File: config.mk
export PLATFORM = sky130hd
export DESIGN_NAME = chain_cmd_rx
export DESIGN_NICKNAME = d
export VERILOG_FILES = /design/src/rtl/chain_cmd_pkg.sv /design/src/rtl/chain_cmd_sync.sv /design/src/rtl/chain_cmd_ctrl.sv /design/src/rtl/chain_cmd_dp.sv /design/src/rtl/chain_cmd_rx.sv
export SDC_FILE = /design/constraint.sdc
export NUM_CORES = 1
export LEC_CHECK = 0
export ABC_CLOCK_PERIOD_IN_PS = 2500
export BUFFER_PORTS_ARGS = -buffer_cell sky130_fd_sc_hd__clkbuf_2
export CORE_MARGIN = 2
export CORE_UTILIZATION = 30
export CTS_BUF_LIST = sky130_fd_sc_hd__clkbuf_8 sky130_fd_sc_hd__clkbuf_16
export CTS_CLUSTER_SIZE = 30
export DETAILED_ROUTE_END_ITERATION = 16
export MAX_ROUTING_LAYER = met4
export SLEW_MARGIN = 20
export SYNTH_ARGS = -nofsm -noshare
export SYNTH_HDL_FRONTEND = slang
export SYNTH_HIERARCHICAL = 1
export SYNTH_SLANG_ARGS = --single-unit
File: constraint.sdc
create_clock -name clk -period 2.5 [get_ports clk]
set_input_delay 0 -clock clk [delete_from_list [all_inputs] [get_ports clk]]
set_output_delay 0 -clock clk [all_outputs]
set_load 0.02 [all_outputs]
File: src/rtl/chain_cmd_pkg.sv
package chain_cmd_pkg;

  // Strobes passed from control to datapath each cycle.
  typedef struct packed {
    logic shiftEn;   // take one serial bit
    logic frameEnd;  // this bit completes the frame
    logic deselect;  // synchronized select is high
  } ctrl_strobe_t;

  typedef enum logic [1:0] {
    ST_IDLE = 2'd0,
    ST_RECV = 2'd1,
    ST_HOLD = 2'd2
  } rx_state_t;

endpackage

File: src/rtl/chain_cmd_sync.sv
module chain_cmd_sync #(
  parameter int WIDTH = 3,
  parameter int STAGES = 2,
  parameter logic [WIDTH-1:0] RST_VAL = '0
) (
  input  logic             clk,
  input  logic             rstN,
  input  logic [WIDTH-1:0] din,
  output logic [WIDTH-1:0] dout
);

  logic [WIDTH-1:0] stg [STAGES];

  for (genvar g = 0; g < STAGES; g++) begin : g_stage
    if (g == 0) begin : g_first
      always_ff @(posedge clk or negedge rstN) begin
        if (!rstN) stg[g] <= RST_VAL;
        else       stg[g] <= din;
      end
    end else begin : g_next
      always_ff @(posedge clk or negedge rstN) begin
        if (!rstN) stg[g] <= RST_VAL;
        else       stg[g] <= stg[g-1];
      end
    end
  end

  assign dout = stg[STAGES-1];

endmodule

File: src/rtl/chain_cmd_ctrl.sv
module chain_cmd_ctrl
  import chain_cmd_pkg::*;
#(
  parameter int FRAME_W = 24,
  parameter int CNT_W = $clog2(FRAME_W)
) (
  input  logic             clk,
  input  logic             rstN,
  input  logic             csSync,
  input  logic             sclkSync,
  output ctrl_strobe_t     strobes,
  output logic [CNT_W-1:0] bitCnt
);

  localparam logic [CNT_W-1:0] LAST_BIT = CNT_W'(FRAME_W - 1);

  rx_state_t state, stateNext;
  logic sclkPrev;
  logic fallEdge;

  always_ff @(posedge clk or negedge rstN) begin
    if (!rstN) sclkPrev <= 1'b1;
    else       sclkPrev <= sclkSync;
  end

  assign fallEdge = sclkPrev & ~sclkSync;

  always_comb begin
    strobes.deselect = csSync;
    strobes.shiftEn  = fallEdge && !csSync && (state != ST_HOLD);
    strobes.frameEnd = strobes.shiftEn && (bitCnt == LAST_BIT);
  end

  always_comb begin
    stateNext = state;
    if (csSync) begin
      stateNext = ST_IDLE;
    end else begin
      unique case (state)
        ST_IDLE: stateNext = strobes.frameEnd ? ST_HOLD : ST_RECV;
        ST_RECV: if (strobes.frameEnd) stateNext = ST_HOLD;
        ST_HOLD: stateNext = ST_HOLD;
        default: stateNext = ST_IDLE;
      endcase
    end
  end

  always_ff @(posedge clk or negedge rstN) begin
    if (!rstN) begin
      state  <= ST_IDLE;
      bitCnt <= '0;
    end else begin
      state <= stateNext;
      if (csSync || strobes.frameEnd) bitCnt <= '0;
      else if (strobes.shiftEn)       bitCnt <= bitCnt + 1'b1;
    end
  end

endmodule

File: src/rtl/chain_cmd_dp.sv
module chain_cmd_dp
  import chain_cmd_pkg::*;
#(
  parameter int CMD_W = 8,
  parameter int DATA_W = 16,
  parameter int FRAME_W = CMD_W + DATA_W,
  parameter logic [CMD_W-1:0] CODE_CLEAR = 8'h02,
  parameter logic [CMD_W-1:0] CODE_PWR = 8'h03,
  parameter int EN_BIT = 0
) (
  input  logic              clk,
  input  logic              rstN,
  input  ctrl_strobe_t      strobes,
  input  logic              sdiSync,
  output logic              cmdValid,
  output logic [CMD_W-1:0]  cmdCode,
  output logic [DATA_W-1:0] cmdData,
  output logic              readyN,
  output logic              readyEn
);

  logic [FRAME_W-2:0] shiftReg;
  logic [FRAME_W-1:0] frameWord;
  logic [CMD_W-1:0]   newCode;
  logic [DATA_W-1:0]  newData;

  assign frameWord = {shiftReg, sdiSync};
  assign newCode   = frameWord[FRAME_W-1 -: CMD_W];
  assign newData   = frameWord[DATA_W-1:0];

  always_ff @(posedge clk or negedge rstN) begin
    if (!rstN) begin
      shiftReg <= '0;
      cmdValid <= 1'b0;
      cmdCode  <= '0;
      cmdData  <= '0;
      readyEn  <= 1'b1;
      readyN   <= 1'b1;
    end else begin
      cmdValid <= strobes.frameEnd;
      if (strobes.shiftEn) shiftReg <= frameWord[FRAME_W-2:0];
      if (strobes.frameEnd) begin
        cmdCode <= newCode;
        cmdData <= newData;
        if (newCode == CODE_PWR)        readyEn <= newData[EN_BIT];
        else if (newCode == CODE_CLEAR) readyEn <= 1'b1;
      end
      if (strobes.deselect)                 readyN <= 1'b1;
      else if (strobes.frameEnd && readyEn) readyN <= 1'b0;
    end
  end

endmodule

File: src/rtl/chain_cmd_rx.sv
module chain_cmd_rx
  import chain_cmd_pkg::*;
#(
  parameter int CMD_W = 8,
  parameter int DATA_W = 16,
  parameter int SYNC_STAGES = 2,
  parameter logic [CMD_W-1:0] CODE_CLEAR = 8'h02,
  parameter logic [CMD_W-1:0] CODE_PWR = 8'h03,
  parameter int EN_BIT = 0
) (
  input  logic              clk,
  input  logic              rstN,
  input  logic              csN,
  input  logic              sclk,
  input  logic              sdi,
  output logic              cmdValid,
  output logic [CMD_W-1:0]  cmdCode,
  output logic [DATA_W-1:0] cmdData,
  output logic              readyN
);

  localparam int FRAME_W = CMD_W + DATA_W;
  localparam int CNT_W = $clog2(FRAME_W);

  logic [2:0]       syncOut;
  logic             csSync, sclkSync, sdiSync;
  ctrl_strobe_t     strobes;
  logic [CNT_W-1:0] bitCnt;
  logic             readyEn;

  chain_cmd_sync #(
    .WIDTH(3), .STAGES(SYNC_STAGES), .RST_VAL(3'b110)
  ) sync_i (
    .clk(clk), .rstN(rstN), .din({csN, sclk, sdi}), .dout(syncOut)
  );

  assign {csSync, sclkSync, sdiSync} = syncOut;

  chain_cmd_ctrl #(.FRAME_W(FRAME_W), .CNT_W(CNT_W)) ctrl_i (
    .clk(clk), .rstN(rstN), .csSync(csSync), .sclkSync(sclkSync),
    .strobes(strobes), .bitCnt(bitCnt)
  );

  chain_cmd_dp #(
    .CMD_W(CMD_W), .DATA_W(DATA_W), .FRAME_W(FRAME_W),
    .CODE_CLEAR(CODE_CLEAR), .CODE_PWR(CODE_PWR), .EN_BIT(EN_BIT)
  ) dp_i (
    .clk(clk), .rstN(rstN), .strobes(strobes), .sdiSync(sdiSync),
    .cmdValid(cmdValid), .cmdCode(cmdCode), .cmdData(cmdData),
    .readyN(readyN), .readyEn(readyEn)
  );

endmodule

==> flow_metrics.tcl <==
set metrics [dict create \
    p_leak_nw 1.551 \
    avgRoutedWirePerCell_um 13.92 \
    io_pins 31 \
    die_w_um 95.61 \
    relSlewSlack 0.7287 \
    cts_buffers 9 \
    skew_ns 0.01474 \
    gp_congestion 0.7730 \
    peakVddDrop_mv 0.2568 \
    cts_resized 0 \
    min_period_ns 2.204 \
    ctsLongestPathBuffers 2 \
    pre_cts_slack_ns 0.2757 \
    grt_pass1_vias 1477 \
    final_common_cell "dfrtp_1" \
    dp_hpwl_mm 2.971 \
    syn_area_um2 2517 \
    core-area_um2 8175 \
    holdWs_ns 0.1193 \
    syn_inst 167 \
    initial_core_util 0.3079 \
    port_buffers 30 \
    drtIter0Drc 62 \
    hold_buffers 4 \
    track_usage 0.1127 \
    placedCellCount 296 \
    ys_seq_area_frac 0.6397 \
    syn-num-nets 177 \
    n_antenna_cell 0 \
    vias 1387 \
    row_count 33 \
    status "finished clean" \
    max_freq_ghz 0.4537 \
    fin_ws_ns 0.2961 \
    grt_start_max_net_pins 27 \
    final_cell_mix "dfrtp_1 (57), mux2_1 (47), clkbuf_2 (30)" \
    worst_ep_arrival_time_ns 2.42 \
    grt_pass1_wl_mm 7.376 \
    syn_avg_cell_area_um2 15.07 \
    crit_type "register to register" \
    die_h_um 95.61 \
    cts_setup_buffers 0 \
    ff2ff_setup_slack_ns 0.30 \
    dieArea_um2 9140 \
    cts_tree "built" \
    cp_max_fo 16 \
    cp_top_family "simple AND/OR/NAND/NOR gates" \
    final_cells 316 \
    drive_gt1_frac 0.2749 \
    clk_pin_slew_ns 0.07 \
    synth_seq_cells 64 \
    routed_wl_mm 4.400 \
    crit_buf_inv 2 \
    async_flop_share 1.000 \
    cts.sinks 64 \
    slowest_delay_ns 0.56 \
    worst_pin_slew_ns 0.4070 \
    finalSetupViolations 0 \
    synth_top_flop_cell "dfrtp_1" \
    via_per_inst 4.389 \
    antenna_found_initial 0 \
    worstSetupStartpointType "register" \
    critPathLaunch "ctrl_i/state[0]$_DFFE_PN0P_" \
    maxCapViolations 0 \
    critical-path-slowest-cell "or4b_4" \
    h-tree-depth 3 \
    fin_nets 216 \
    yosys_warnings 6 \
    required_ns 2.72 \
    hp-class "input pin to async pin" \
    first_pass_iters 4 \
    slew_violations 0 \
    power.density_nw_per_um2 768.8 \
    r2r_start "ctrl_i/state[0]$_DFFE_PN0P_" \
    fin_crit_sh 0.8816 \
    ff2ff_path_depth 6 \
    ant_nets 0 \
    drc 0 \
    reg2reg_to "dp_i/cmdData[9]$_DFFE_PN0P_" \
    synth_edf_count 0 \
    hold_viol 0 \
    rsz0062_at_grt "no" \
    grt_overflow_total 0 \
    clk_latency_ns 0.34 \
    cts_root_buf "clkbuf_8" \
    finalSetupTns_ns 0 \
    ys_types 30 \
    area_growth_pct 20.03 \
    path_cells "inv_1, ha_1, or4b_4, nor2_2, buf_4, mux2_1" \
    crit_path_end_kind "register" \
]
==> cell usage after synthesis (all sizes together) (2+ instances only) <==
cell | instances | share of area
nand2 | 5 | 0.0075
ha | 5 | 0.025
buf | 10 | 0.028
dfrtp | 57 | 0.57
nor2 | 2 | 0.0030
dfstp | 7 | 0.073
a21oi | 6 | 0.012
nand3b | 2 | 0.0060
inv | 5 | 0.0075
nand3 | 2 | 0.0040
or4 | 2 | 0.0060
mux2 | 47 | 0.21
o21ai | 4 | 0.0079
or4b | 2 | 0.0094
==> kinds of logic (layout without fill, tap and decap cells) <==
kind of cell,count (synthesis),in the layout,share of synthesized area
buffers and inverters,16,60,0.03727
adder cells (fa/ha/maj),5,5,0.02485
AO/OA/AOI/OAI,13,13,0.02982
AND/OR/NAND/NOR,21,21,0.05417
flip-flops,64,64,0.6397
multiplexers,48,48,0.2142
==> where the power goes <==
group	internal (mW)	switching [mW]
clock	0.547	0.377
sequential	1.13	0.0660
combinational	0.103	0.101
total	1.78	0.545
==> metal layers <==
metal,share of wire,track usage,wire length (µm)
met5,0,-,0
met4,0.030,0.07857,133
met3,0.044,0.03162,192
met2,0.45,0.1503,1975
met1,0.48,0.1464,2099
==> through the flow <==
stage | utilization | power [mW] | area, µm²
after floorplan | - | 1.342 | 2517
after global placement | 0.3396 | 1.402 | 2776
after detailed placement | 0.3396 | 1.412 | 2776
after CTS | 0.3696 | 2.355 | 3022
after global routing | 0.3696 | 2.452 | 3022
final | 0.3696 | 2.323 | 3022
==> how the worst max path moves through the flow <==
stage          cells past startpoint  slack (ns)                      endpoint
2_1_floorplan                      8        0.10   dp_i/cmdCode[6]$_DFFE_PN0P_
3_5_place_dp                       6        0.28  dp_i/cmdData[11]$_DFFE_PN0P_
6_report                           6        0.30   dp_i/cmdData[9]$_DFFE_PN0P_
3_3_place_gp                       6        0.33   dp_i/cmdData[8]$_DFFE_PN0P_
5_1_grt                            7        0.14      dp_i/readyEn$_DFFE_PN1P_
4_1_cts                            6        0.28  dp_i/cmdData[14]$_DFFE_PN0P_
==> state kept, by name, indices dropped and copies added, names as in the netlist <==
register and count:
dp_i/shiftReg 23, dp_i/cmdData 16, dp_i/cmdCode 8, ctrl_i/bitCnt 5, sync_i/dout 3, sync_i/stg 3, ctrl_i/state 2, ctrl_i/sclkPrev 1
dp_i/cmdValid 1, dp_i/readyEn 1, dp_i/readyN 1
==> worst register-to-register path, cell delays in order, from the launching register on <==
cell and delay, ns:
dfrtp_1 0.39, inv_1 0.08, ha_1 0.20, or4b_4 0.56, nor2_2 0.23, buf_4 0.29
mux2_1 0.34
==> layout make-up <==
class	instances	area [µm²]
clock buffer	9	123.9
multi-input combinational	87	815.8
timing repair buffer	39	240.2
tap	105	131.4
clock inverter	7	81.33
fill	799	5154
sequential	64	1610
inverter	5	18.77
(Power assumes the default switching activity.)
